==> src/rtl/pc_sequencer.sv <==
module pc_sequencer #(
  parameter int DEPTH = 4
) (
  input  logic        clk,
  input  logic        rst_n,
  input  logic        step,
  input  logic [7:0]  op_a,
  input  logic [7:0]  op_b,
  input  logic [3:0]  acc,
  input  logic [3:0]  mem_nib,
  input  logic [3:0]  port_nib,
  input  logic [3:0]  e_reg,
  input  logic        tmf,
  input  logic        csf,
  input  logic        zsf,
  output logic [10:0] pc,
  output logic        bank_pend,
  output logic        tmf_clr,
  output logic        flag_rest,
  output logic        cf_rest,
  output logic        zf_rest,
  output logic        stk_err
);
  localparam int SPW = $clog2(DEPTH + 1);
  localparam int AW  = (DEPTH > 1) ? $clog2(DEPTH) : 1;

  logic [10:0]    stk [DEPTH];
  logic [SPW-1:0] sp;

  wire is_jmp  = op_a[7:3] == 5'b01101;
  wire is_cal  = op_a[7:3] == 5'b10101;
  wire is_czp  = op_a[7:4] == 4'b1011;
  wire is_jpea = op_a == 8'hFA;
  wire is_rt   = op_a == 8'h62;
  wire is_rti  = op_a == 8'h22;
  wire is_bank = op_a == 8'hFD;
  wire is_btm  = op_a == 8'h78;
  wire is_brp  = op_a[7:4] == 4'b0111 && op_a[3:2] != 2'b11 && !is_btm;
  wire is_brn  = op_a[7:4] == 4'b0011 && op_a[3:2] != 2'b11;

  wire [3:0] src_nib = (op_a[3:2] == 2'b00) ? acc :
                       (op_a[3:2] == 2'b01) ? mem_nib : port_nib;
  wire       src_bit = src_nib[op_a[1:0]];
  wire       taken   = (is_brp && src_bit) || (is_brn && !src_bit) || (is_btm && tmf);

  wire full  = sp == SPW'(DEPTH);
  wire empty = sp == '0;
  wire [10:0] top = stk[AW'(sp - 1'b1)];

  logic        push, pop;
  logic [10:0] push_val, nxt;

  always_comb begin
    push     = 1'b0;
    pop      = 1'b0;
    push_val = pc + 11'd1;
    nxt      = pc + 11'd1;
    if (is_jmp) begin
      nxt = {op_a[2] ^ bank_pend, op_a[1:0], op_b};
    end else if (is_cal) begin
      push     = 1'b1;
      push_val = pc + 11'd2;
      nxt      = {op_a[2:0], op_b};
    end else if (is_czp) begin
      push = 1'b1;
      nxt  = {5'b0, op_a[3:0], 2'b00};
    end else if (is_jpea) begin
      nxt = {pc[10:8], e_reg, acc};
    end else if (is_rt || is_rti) begin
      pop = 1'b1;
      if (!empty) nxt = top;
    end else if (is_brp || is_brn || is_btm) begin
      nxt = taken ? {pc[10] ^ bank_pend, pc[9:8], op_b} : pc + 11'd2;
    end
  end

  always_ff @(posedge clk) begin
    if (!rst_n) begin
      pc        <= '0;
      sp        <= '0;
      bank_pend <= 1'b0;
      tmf_clr   <= 1'b0;
      flag_rest <= 1'b0;
      cf_rest   <= 1'b0;
      zf_rest   <= 1'b0;
      stk_err   <= 1'b0;
    end else begin
      tmf_clr   <= step && is_btm && tmf;
      flag_rest <= step && is_rti;
      stk_err   <= step && ((push && full) || (pop && empty));
      if (step) begin
        pc        <= nxt;
        bank_pend <= is_bank;
        if (is_rti) begin
          cf_rest <= csf;
          zf_rest <= zsf;
        end
        if (push && !full) begin
          stk[AW'(sp)] <= push_val;
          sp           <= sp + 1'b1;
        end else if (pop && !empty) begin
          sp <= sp - 1'b1;
        end
      end
    end
  end
endmodule


==> config.mk <==
export PLATFORM = sky130hd
export DESIGN_NAME = pc_sequencer
export DESIGN_NICKNAME = d
export VERILOG_FILES = /design/src/rtl/pc_sequencer.sv
export SDC_FILE = /design/constraint.sdc
export NUM_CORES = 1
export LEC_CHECK = 0
export ABC_AREA = 1
export BUFFER_PORTS_ARGS = -buffer_cell sky130_fd_sc_hd__buf_2
export CAP_MARGIN = 0
export CORE_UTILIZATION = 35
export DETAILED_ROUTE_END_ITERATION = 8
export PLACE_DENSITY = 0.63
export SYNTH_ARGS = -nofsm -noshare
export SYNTH_HDL_FRONTEND = slang
export SYNTH_SLANG_ARGS = --single-unit
==> constraint.sdc <==
create_clock -name clk -period 3.3 [get_ports clk]
set_clock_uncertainty 0.2 [all_clocks]
set_input_delay 0.495 -clock clk [delete_from_list [all_inputs] [get_ports clk]]
set_output_delay 0.495 -clock clk [all_outputs]
set_load 0.005 [all_outputs]
After elaboration in Yosys (flattened, before gate mapping) --
Memories as Yosys holds them, arrays and structs flattened. Index checks and enable logic that the tools add are counted.
Storage, ports and cells: register bits 20, memory bits (writable) 44, input port bits 38, output and inout bits 17, logic and storage cells 92, memories 1
Cells by class: add/subtract/negate cells 4, $lt $le $gt $ge 1, equality and inequality tests 15, muxes and demuxes 28, bitwise operators 2, reductions and logical operators 31
Memories:
- stk | depth 4, width 11, rd ports 1, clocked after memory_dff 0, wr ports 1, line 27 | logic [10:0] stk [DEPTH];
Operators with widths (count):
- 11-bit two-way mux | 10
- 8-bit by 7-bit == test with 1-bit output (second input constant) | 2
- 8-bit == test (second input constant) | 2
- 1-bit logical AND | 14
- 1-bit two-way mux | 13
- 11-bit by 1-bit adder with 11-bit output (second input constant) | 1
- 11-bit by 2-bit adder with 11-bit output (second input constant) | 1
- 8-bit by 6-bit == test with 1-bit output (second input constant) | 1
- 4-bit two-way mux | 2
- 1-bit logical OR | 6
- 3-bit two-way mux | 2
- 6-bit inequality test (second input constant) | 1
- 2-bit AND reduction | 3
- 5-bit by 4-bit == test with 1-bit output (second input constant) | 1
- 5-bit == test (second input constant) | 1
- 4-bit by 2-bit == test with 1-bit output (second input constant) | 1
- 4-bit by 3-bit == test with 1-bit output (second input constant) | 1
- 4-bit == test (second input constant) | 1
- 1-bit logical NOT | 4
- 4-bit inequality test (second input constant) | 1
- 3-bit by 1-bit adder with 3-bit output (second input constant) | 1
- 3-bit == test (second input constant) | 1
- 3-bit logical NOT | 1
- 2-bit by 3-bit < comparator with 1-bit output (second input constant) | 1
- other kinds (8) | 9

Depth between registers and ports, before layout --
Gate-level depths: netlist of the first run.
depth in word-level cells 16, depth in mapped cells 17, mapped depth without buffers 16

Worst setup path after synthesis of the first run --
OpenSTA, ideal clock, no wires.
path kind reg2reg, start point register sp[0], end point memory stk[1][0], enable pin, library setup time 378 ps, data arrival time 2131 ps, required time 2722 ps, setup slack 591 ps, stages on the path, launching flop included 9, path buffers 2, period minus slack after synthesis 2709 ps, cell sequence dfxtp_1 > clkbuf_1 > inv_1 > clkbuf_1 > ha_1 > ha_1 > nor2_2 > nand3_1 > nor2_1
Between the ends: word-level cells in the longest chain between the ends 7
Ends and longest elaborated chain:
- start, declared | line 28 | logic [SPW-1:0] sp;
- start signal, assigned | line 100 | sp <= sp + 1'b1;
- start signal, assigned | line 102 | sp <= sp - 1'b1;
- 3-bit == test | line 46 | wire full = sp == SPW'(DEPTH);
- 1-bit logical NOT | line 98 | if (push && !full) begin
- 1-bit logical AND | line 98
- 1-bit two-way mux | line 98
- 1-bit two-way mux | line 91 | if (step) begin
- 1-bit two-way mux | line 78 | if (!rst_n) begin
- 1-bit two-way mux (implied by the code) | line 99 | stk[AW'(sp)] <= push_val;
- end, declared | line 27
Several ways; a longest one is shown, not always the timed one.

Worst setup path after layout of the first run --
start point register sp[1], end point register pc[3]
Between the ends: word-level cells in the longest chain between the ends 8, elaborated cells on any way between the ends 9, classes of those cells add/sub (1); mux (6); reduce/logical (1); memory (1)
Ends and longest elaborated chain:
- 3-bit by 1-bit subtractor with 3-bit output
- memory read 4 x 11 bit
- 11-bit two-way mux (*) | line 71 | if (!empty) nxt = top;
- 11-bit two-way mux (*) | line 69 | end else if (is_rt || is_rti) begin
- 11-bit two-way mux (*) | line 67 | end else if (is_jpea) begin
- 11-bit two-way mux (*) | line 64 | end else if (is_czp) begin
- 11-bit two-way mux (*) | line 60 | end else if (is_cal) begin
- 11-bit two-way mux (*) | line 58 | if (is_jmp) begin
- end signal, assigned | line 92 | pc <= nxt;
- end, declared | line 16 | output logic [10:0] pc,
Mark *: on every way between the ends. The rest lies on a longest branch, timed or not. The select of a mux whose other input is x is not followed. A chain may end at the register's enable or synchronous reset.

==> results of run 1 <==
## tightest hold or removal path, cell delays in order
cell and delay [ns]:
buf_2 0.07, nor2_1 0.03, nor2_1 0.09
## worst max path at each step
stage / start / end / slack, ns / cells past startpoint
5_1_grt: sp[1] / pc[4] / 0.44 / 13
3_5_place_dp: sp[1] / pc[3] / 0.65 / 11
4_1_cts: sp[1] / pc[3] / 0.63 / 11
6_report: sp[1] / pc[3] / 0.63 / 11
2_1_floorplan: sp[0] / stk[1][0] / 0.59 / 8
3_3_place_gp: op_a[7] / pc[8] / 0.64 / 10
## power groups by stage
stage               Combinational, mW  Sequential [mW]  Clock [mW]
CTS                             0.307            0.901       0.843
global placement                0.300            0.919           0
detailed placement              0.306            0.919           0
global route                    0.349            0.904       0.878
floorplan                       0.202            0.915           0
finish                          0.311            0.901       0.835
## layer usage
layer | vias to the layer above | GRT usage | wire length, microns
met5 | - | 0 | 0
met4 | 0 | 0.0851 | 188
met3 | 15 | 0.0357 | 542
met2 | 123 | 0.328 | 5080
met1 | 1727 | 0.267 | 5070
li1 | 1822 | - | -
## cells in the mapped netlist
cell type	n	area, sq um
a221o_1	1	10.0
or2_2	5	31.3
o22ai_1	1	6.26
mux2i_1	3	30.0
o21ai_1	5	25.0
o211ai_2	2	25.0
o221ai_1	2	17.5
inv_1	42	158
buf_4	1	7.51
buf_2	1	5.00
xor2_1	15	131
nand2_1	121	454
nand2_2	2	12.5
nand4_1	7	43.8
ha_1	8	100
nand3_4	1	17.5
buf_6	1	11.3
clkbuf_1	16	60.1
nand3_1	24	120
a22oi_1	3	22.5
o21ai_4	1	16.3
nor2_1	53	199
a21oi_2	3	26.3
nor2_2	4	25.0
a32o_1	5	50.1
a21oi_1	48	240
o31ai_1	1	7.51
nor2_4	1	11.3
o21ai_0	42	210
o211ai_1	1	7.51
edfxtp_1	44	1320
a211oi_1	2	15.0
inv_2	2	7.51
a31oi_1	1	6.26
o21a_1	2	15.0
a311oi_1	1	8.76
dfxtp_1	20	400
clkinv_1	2	7.51
nor3_1	6	30.0
## cells by family after synthesis
logic type	share of synthesized area
AOI/OAI and AO/OA	0.182
xor gates and xnor gates	0.0337
adders and majority gates	0.0257
buffers and inverters	0.0659
DFF	0.442
muxes	0.00771
and+or+nand+nor	0.243
## stage by stage
step	setup slack, ns	cells	utilization	total power [mW]
global route	0.441	703	0.423	2.13
CTS	0.627	703	0.423	2.05
finish	0.629	703	0.423	2.05
floorplan	0.591	500	-	1.12
global placement	0.645	687	0.401	1.22
detailed placement	0.653	687	0.401	1.22
## final cells by class
class	instances	area, sq um	area share
Tap cell	140	175	0.0382
Sequential cell	64	1720	0.375
Clock inverter	7	119	0.0259
Timing Repair Buffer	66	360	0.0785
Multi-Input combinational cell	371	1920	0.418
Clock buffer	9	124	0.0270
Inverter	46	173	0.0376
==> flow_summary.json, run 1 <==
{
  "synth_nets": 546,
  "nNetsFinal": 604,
  "avgSynthCellArea_sq_um": 7.79,
  "grt_overflow": 0,
  "rsz0062_at_grt": "false",
  "reg.largest.list": "stk (44), pc (11), sp (3)",
  "whs_ns": 0.187,
  "clk_latency_ns": 0.34,
  "core_area_sq_um": 10800,
  "ff2ff_setup_slack_ns": 0.63,
  "yosys_warnings": 0,
  "startpoint_type": "register",
  "die_height_microns": 107,
  "synth_cells": 500,
  "place_area_sq_um": 4350,
  "n_fill_cell": 1106,
  "clk_pin_slew_ns": 0.08,
  "relSlewSlack": 0.592,
  "track_usage": 0.203,
  "first_pass_iters": 5,
  "crit_chain": "inv_1, ha_1, clkinv_1, a32o_1, o21ai_0, a21oi_1, nand2_1, nand2_1, nand2_1, nand2_1, a21oi_1",
  "power.switching_mw": 0.552,
  "p_sw_frac": 0.270,
  "num_io_pins": 55,
  "hold-path-endpoint": "zf_rest",
  "crit_top_cell": "nand2_1",
  "hold_path_class": "in2reg",
  "ys_ff_latch": 64,
  "leakagePower_nw": 1.98,
  "die_area_sq_um": 11600,
  "layout_commonest_cell": "nand2_1",
  "period_minus_slack_ns": 2.67,
  "cp_data_arrival_time_ns": 2.75,
  "vias": 3687,
  "ctsHoldBuffers": 0,
  "cts_tree": "built",
  "grt_max_degree": 27,
  "cts_setup_buffers": 0,
  "syn_area_sq_um": 3890,
  "vias_per_cell": 5.24,
  "max_freq_mhz": 374,
  "peakVddDrop_v": 0.000253,
  "hold_path_depth": 3,
  "numCtsBuffers": 9,
  "outcome": "complete, no violations",
  "diodes": 0,
  "numPortBuffers": 54,
  "start_util": 0.359,
  "drv_slew": 0,
  "cts_sinks": 64,
  "ys_seq_area_frac": 0.442,
  "stdcell_area_sq_um": 4590,
  "max-cap-violations": 0,
  "worstSetupPathType": "reg2reg",
  "htree_levels": 3,
  "first_iter_violations": 273,
  "worstReg2RegStart": "sp[1]",
  "power_frac_seq": 0.440,
  "powerDensity_nw_per_um2": 446,
  "r2r_cells": 11,
  "die_w_microns": 107,
  "cp_max_fo": 18,
  "gp_congestion": 0.978,
  "rows": 38,
  "min_from": "zsf",
  "cpPeakStageDelay_ns": 0.47,
  "timing.final.crit_share": 0.809,
  "crit_buf_inv": 2,
  "ys_types": 39,
  "grt_pass1_vias": 3628,
  "drive_gt1_frac": 0.181,
  "endpoint_kind": "register",
  "clk_path_buf_depth": 2,
  "final_cell_mix": "nand2_1, buf_2, nor2_1",
  "ctsResizeCount": 0,
  "synthToLayoutAreaGrowth_pct": 17.8,
  "comb_power_share": 0.152,
  "finalHoldViolCount": 0,
  "r2r_end": "pc[3]",
  "slowest_stage": "clkinv_1",
  "wl_per_cell_microns": 15.5,
  "post-dp-hpwl_microns": 8130,
  "tns_ns": 0,
  "cp_top_family": "compound AO/OA/AOI/OAI gates",
  "tightest_slew_ns": 0.605,
  "clkPwrFrac": 0.408,
  "largest_reg_flops": 44,
  "internal_power_mw": 1.50,
  "setup_viol": 0,
  "grt_antenna_before_repair": 0,
  "drc": 0,
  "top_register": "stk",
  "finalWirelength_microns": 10900,
  "cts-root-buf": "clkbuf_8",
  "grt_pass1_wl_microns": 18000,
  "drtAntennaViolNets": 0,
  "required_ns": 3.38
}
No activity file was read; power rests on OpenSTA's default activity.
==> run 2: changes to the inputs <==
--- a/config.mk
+++ b/config.mk
@@ -5,12 +5,12 @@
 export SDC_FILE = /design/constraint.sdc
 export NUM_CORES = 1
 export LEC_CHECK = 0
-export ABC_AREA = 1
+export ABC_AREA = 0
 export BUFFER_PORTS_ARGS = -buffer_cell sky130_fd_sc_hd__buf_2
 export CAP_MARGIN = 0
 export CORE_UTILIZATION = 35
 export DETAILED_ROUTE_END_ITERATION = 8
-export PLACE_DENSITY = 0.63
+export PLACE_DENSITY = 0.65
 export SYNTH_ARGS = -nofsm -noshare
 export SYNTH_HDL_FRONTEND = slang
 export SYNTH_SLANG_ARGS = --single-unit
==> constraint.sdc (replaced) <==
create_clock -name clk -period 2.4 [get_ports clk]
set_clock_uncertainty 0.2 [all_clocks]
set_input_delay 0.36 -clock clk [delete_from_list [all_inputs] [get_ports clk]]
set_output_delay 0.36 -clock clk [all_outputs]
set_load 0.005 [all_outputs]
==> run 2 against run 1 <==
Synthesized area rose by 1.7%; first-iteration DRC count fell by 30%; total power rose by 45%; core utilization rose by 3.4 points; synthesized cell count fell by 24%; count of clock-buffer cells in the layout did not move; sequential power rose by 35%; fmax rose by 19%; largest cell class unchanged; register-to-register slack got worse by 0.48 ns; combinational power rose by 39%; clock power rose by 59%; global-route usage fell by 0.38 points; highest routed layer unchanged.
==> flow_summary.json, run 2 <==
{
  "outcome": "complete, no violations",
  "synth_area_leaders": "edfxtp_1, dfxtp_1, mux4_2",
  "core_area_sq_um": 10900,
  "setup_viol": 0,
  "num_io_pins": 55,
  "first_pass_iters": 4,
  "ctsResizeCount": 0,
  "cts_setup_buffers": 0,
  "yosys_warnings": 0,
  "grt_pass1_wl_microns": 17400,
  "crit_end": "stk[3][0]",
  "crit_chain": "inv_1, ha_1, ha_1, nor3_4, and3_2",
  "drc": 0,
  "first_iter_violations": 190,
  "clk_latency_ns": 0.33,
  "cts_sinks": 64,
  "leakagePower_nw": 1.89,
  "timing.final.crit_share": 0.937,
  "crit_buf_inv": 1,
  "cts-root-buf": "clkbuf_16",
  "drtAntennaViolNets": 0,
  "grt_max_degree": 17,
  "async_reset_ff_frac": 0,
  "vias_per_cell": 5.56,
  "cp_max_fo": 11,
  "yosysTopAreaCell": "edfxtp_1",
  "required_ns": 2.20,
  "hold_path_class": "in2reg",
  "cpPeakStageDelay_ns": 0.45,
  "clk_pin_slew_ns": 0.06,
  "r2r_cells": 5,
  "synth_nets": 424,
  "max_freq_mhz": 445,
  "post-dp-hpwl_microns": 8320,
  "synth_top_cell_area_share": 0.334,
  "synth_cells": 378,
  "diodes": 0,
  "grt_pass1_vias": 3364,
  "relSlewSlack": 0.663,
  "whs_ns": 0.0955,
  "ys_types": 65,
  "max-cap-violations": 0,
  "final_cell_mix": "buf_2, edfxtp_1, buf_4",
  "rows": 38,
  "synth_ff_type": "edfxtp_1",
  "die_area_sq_um": 11700,
  "powerDensity_nw_per_um2": 596,
  "drv_slew": 0,
  "vias": 3389,
  "synthToLayoutAreaGrowth_pct": 26.3,
  "start_util": 0.362,
  "tns_ns": 0,
  "die_height_microns": 108,
  "top_register": "stk",
  "cp_data_arrival_time_ns": 2.05,
  "endpoint_kind": "register",
  "wl_per_cell_microns": 18.2,
  "nNetsFinal": 511,
  "grt_antenna_before_repair": 0,
  "layout_commonest_cell": "buf_2",
  "period_minus_slack_ns": 2.25,
  "gp_congestion": 0.869,
  "largest_reg_flops": 44,
  "reg.largest.list": "stk (44), pc (11), sp (3)",
  "rsz0062_at_grt": "false",
  "die_w_microns": 108,
  "yosysMostFrequentCell": "edfxtp_1",
  "avgSynthCellArea_sq_um": 10.5,
  "ctsHoldBuffers": 0,
  "worstSetupStartpoint": "sp[1]",
  "htree_levels": 3,
  "worstSetupPathType": "reg2reg",
  "numCtsBuffers": 9,
  "cts_tree": "built",
  "finalWirelength_microns": 11100,
  "crit_top_cell": "ha_1",
  "tightest_slew_ns": 0.505,
  "drive_gt1_frac": 0.309,
  "numPortBuffers": 54,
  "ys_seq_area_frac": 0.435,
  "peakVddDrop_v": 0.000408,
  "r2r_end": "stk[3][0]",
  "worstReg2RegStart": "sp[1]",
  "final_util": 0.457,
  "synth_edf_count": 44,
  "ff2ff_setup_slack_ns": 0.15,
  "clk_path_buf_depth": 2,
  "finalHoldViolCount": 0,
  "ys_ff_latch": 64,
  "netlist_top_cells_count": "edfxtp_1, nor2_1, nand2_1",
  "cp_top_family": "simple AND/OR/NAND/NOR gates",
  "startpoint_type": "register",
  "crit_cells": 5,
  "grt_overflow": 0,
  "track_usage": 0.199,
  "slowest_stage": "and3_2",
  "syn_area_sq_um": 3960
}
==> run 2: layer usage <==
metal | track usage | routed length, microns
met1 | 0.255 | 4890
met2 | 0.325 | 5250
met3 | 0.0428 | 672
met4 | 0.0840 | 269
met5 | 0 | 0
==> run 2: power by group <==
group | internal, mW | switching (mW)
Clock | 0.812 | 0.514
Sequential | 1.20 | 0.0195
Combinational | 0.197 | 0.235
==> run 2: cell families (layout without fill, tap and decap cells) <==
kind of cell             Yosys count  after routing  share of synthesized area
adder cells (fa/ha/maj)            8              8                     0.0253
XOR/XNOR                          26             26                     0.0575
buffers and inverters             30            122                     0.0322
AO/OA/AOI/OAI                     83             83                      0.154
flip-flops                        64             64                      0.435
multiplexers                      31             31                      0.118
AND/OR/NAND/NOR                  136            136                      0.179
==> run 2: tightest hold or removal path: stages <==
cell     delay, ns
buf_2         0.07
mux2i_1       0.05
nor2b_1       0.10
==> run 2: stage by stage <==
| step | power [mW] | instance area, sq um | cells | setup WS [ns] |
|---|---|---|---|---|
| after CTS | 2.98 | 5000 | 610 | 0.139 |
| after floorplan | 1.50 | 4000 | 378 | 0.00934 |
| final | 2.98 | 5000 | 610 | 0.152 |
| after detailed placement | 1.67 | 4690 | 594 | -0.0787 |
| after global routing | 3.07 | 5000 | 610 | 0.0188 |
| after global placement | 1.66 | 4690 | 594 | -0.0298 |
==> run 2: final cells by class <==
cell class	instances	area [sq um]
Inverter	9	37.5
Tap cell	140	175
Timing Repair Buffer	97	618
Sequential cell	64	1720
Clock inverter	7	80.1
Clock buffer	9	225
Multi-Input combinational cell	284	2140
Fill cell	1019	5930
==> run 2: how the worst min path moves through the flow <==
stage	startpoint	endpoint	slack, ns	depth (start not counted)
2_1_floorplan	rst_n	pc[6]	0.29	1
3_3_place_gp	cf_rest	cf_rest	0.30	2
3_5_place_dp	cf_rest	cf_rest	0.31	2
4_1_cts	csf	cf_rest	0.09	3
5_1_grt	zsf	zf_rest	0.12	3
6_report	zsf	zf_rest	0.1	3
==> run 3: changes to the inputs <==
--- a/config.mk
+++ b/config.mk
@@ -9,8 +9,9 @@
 export BUFFER_PORTS_ARGS = -buffer_cell sky130_fd_sc_hd__buf_2
 export CAP_MARGIN = 0
 export CORE_UTILIZATION = 35
+export CTS_CLUSTER_SIZE = 40
 export DETAILED_ROUTE_END_ITERATION = 8
-export PLACE_DENSITY = 0.65
+export PLACE_DENSITY = 0.63
 export SYNTH_ARGS = -nofsm -noshare
 export SYNTH_HDL_FRONTEND = slang
 export SYNTH_SLANG_ARGS = --single-unit
==> constraint.sdc (replaced) <==
create_clock -name clk -period 2.9 [get_ports clk]
set_clock_uncertainty 0.2 [all_clocks]
set_input_delay 0.435 -clock clk [delete_from_list [all_inputs] [get_ports clk]]
set_output_delay 0.435 -clock clk [all_outputs]
set_load 0.005 [all_outputs]
==> run 3 against run 2 <==
Combinational power decreased by 27%; critical path depth up 2; register-to-register slack improved by 0.32 ns; critical path type unchanged; largest power group unchanged.
==> flow_summary.json, run 3 (synthesized netlist as in run 2, its figures left out) <==
{
  "cp_data_arrival_time_ns": 2.42,
  "clk_pin_slew_ns": 0.05,
  "drtAntennaViolNets": 0,
  "drc": 0,
  "track_usage": 0.194,
  "max-cap-violations": 0,
  "start_util": 0.362,
  "clk_latency_ns": 0.33,
  "tightest_slew_ns": 0.596,
  "cp_max_fo": 8,
  "num_io_pins": 55,
  "synthToLayoutAreaGrowth_pct": 19.5,
  "r2r_cells": 7,
  "final_cell_mix": "buf_2, edfxtp_1, nor2_1",
  "stdcell_area_sq_um": 4730,
  "period_minus_slack_ns": 2.43,
  "relSlewSlack": 0.599,
  "rows": 38,
  "tns_ns": 0,
  "final_cells": 585,
  "vias": 3263,
  "powerDensity_nw_per_um2": 499,
  "worstSetupPathType": "reg2reg",
  "nNetsFinal": 487,
  "place_area_sq_um": 4460,
  "setup_viol": 0,
  "cts_sinks": 64,
  "die_w_microns": 108,
  "wl_per_cell_microns": 18.4,
  "register_area_sq_um": 1720,
  "largest_reg_flops": 44,
  "hold_path_class": "in2reg",
  "max_freq_mhz": 412,
  "rsz0062_at_grt": "false",
  "grt_antenna_before_repair": 0,
  "reg.largest.list": "stk (44), pc (11), sp (3)",
  "cts-root-buf": "clkbuf_16",
  "endpoint_kind": "register",
  "power_mw": 2.36,
  "cts_setup_buffers": 0,
  "drive_gt1_frac": 0.243,
  "finalWirelength_microns": 10800,
  "grt_pass1_vias": 3157,
  "crit_cells": 7,
  "die_height_microns": 108,
  "core_area_sq_um": 10900,
  "numPortBuffers": 54,
  "cts_tree": "built",
  "crit_buf_inv": 0,
  "drv_slew": 0,
  "gp_congestion": 0.834,
  "whs_ns": 0.165,
  "grt_overflow": 0,
  "multiInputGateArea_sq_um": 2110,
  "vias_per_cell": 5.58,
  "crit_chain": "ha_1, and3_1, nand4_1, xor2_1, o221ai_1, a32oi_1, a21oi_1",
  "grt_pass1_wl_microns": 17000,
  "htree_levels": 3,
  "hold_path_depth": 3,
  "finalHoldViolCount": 0,
  "required_ns": 2.89,
  "top_register": "stk",
  "n_fill_cell": 1075,
  "ctsResizeCount": 0,
  "outcome": "complete, no violations",
  "diodes": 0,
  "slowest_stage": "dfxtp_1",
  "final_util": 0.433,
  "grt_max_degree": 18,
  "post-dp-hpwl_microns": 8020,
  "layout_commonest_cell": "buf_2",
  "cp_top_family": "simple AND/OR/NAND/NOR gates",
  "setup_ws_ns": 0.475,
  "clk_path_buf_depth": 2,
  "pre_cts_ws_ns": 0.169,
  "first_iter_violations": 228,
  "die_area_sq_um": 11700,
  "ff2ff_setup_slack_ns": 0.47,
  "place_inst": 570,
  "cpPeakStageDelay_ns": 0.53,
  "timing.final.crit_share": 0.836,
  "first_pass_iters": 4,
  "leakagePower_nw": 1.76,
  "peakVddDrop_v": 0.000224,
  "startpoint_type": "register",
  "ctsHoldBuffers": 0,
  "numCtsBuffers": 9
}
[run 3: cell count changes in the layout (fill, tap and decap cells not counted), sizes merged]
| cell | before | now |
|---|---|---|
| clkbuf | 9 | 11 |
| clkinvlp | 3 | 1 |
| buf | 97 | 73 |
| inv | 9 | 8 |
[run 3: final cells by class]
class / instances / area share
clock inverters: 4 / 0.00978
repair buffers: 73 / 0.0872
inverters: 9 / 0.00714
well taps: 140 / 0.0370
flip-flops and latches: 64 / 0.364
clock buffers: 11 / 0.0492
multi-input cells: 284 / 0.446
[run 3: path summary, 6_finish.rpt]
check          start       to
min              zsf  zf_rest
min reg2reg  cf_rest  cf_rest
max            pc[1]    pc[9]
max reg2reg    pc[1]    pc[9]
[run 3: tightest hold or removal path: cells and delay by family]
kind	cells	cell delay, ns
mux	1	0.05
simple gates	1	0.10
buf+inv	1	0.07
[run 3: where the power goes]
part	leakage, nW	total (mW)	switching (mW)	internal, mW
clock network	0.133	1.03	0.371	0.655
registers	0.575	1.02	0.0236	0.996
logic	1.06	0.316	0.180	0.136
total	1.76	2.36	0.575	1.79
[run 3: per-layer routing]
| layer | vias to the layer above | part of all wire | global-route usage |
|---|---|---|---|
| met5 | - | 0 | 0 |
| li1 | 1556 | - | - |
| met1 | 1575 | 0.45 | 0.254 |
| met2 | 111 | 0.47 | 0.308 |
| met4 | 0 | 0.028 | 0.101 |
| met3 | 21 | 0.054 | 0.0325 |
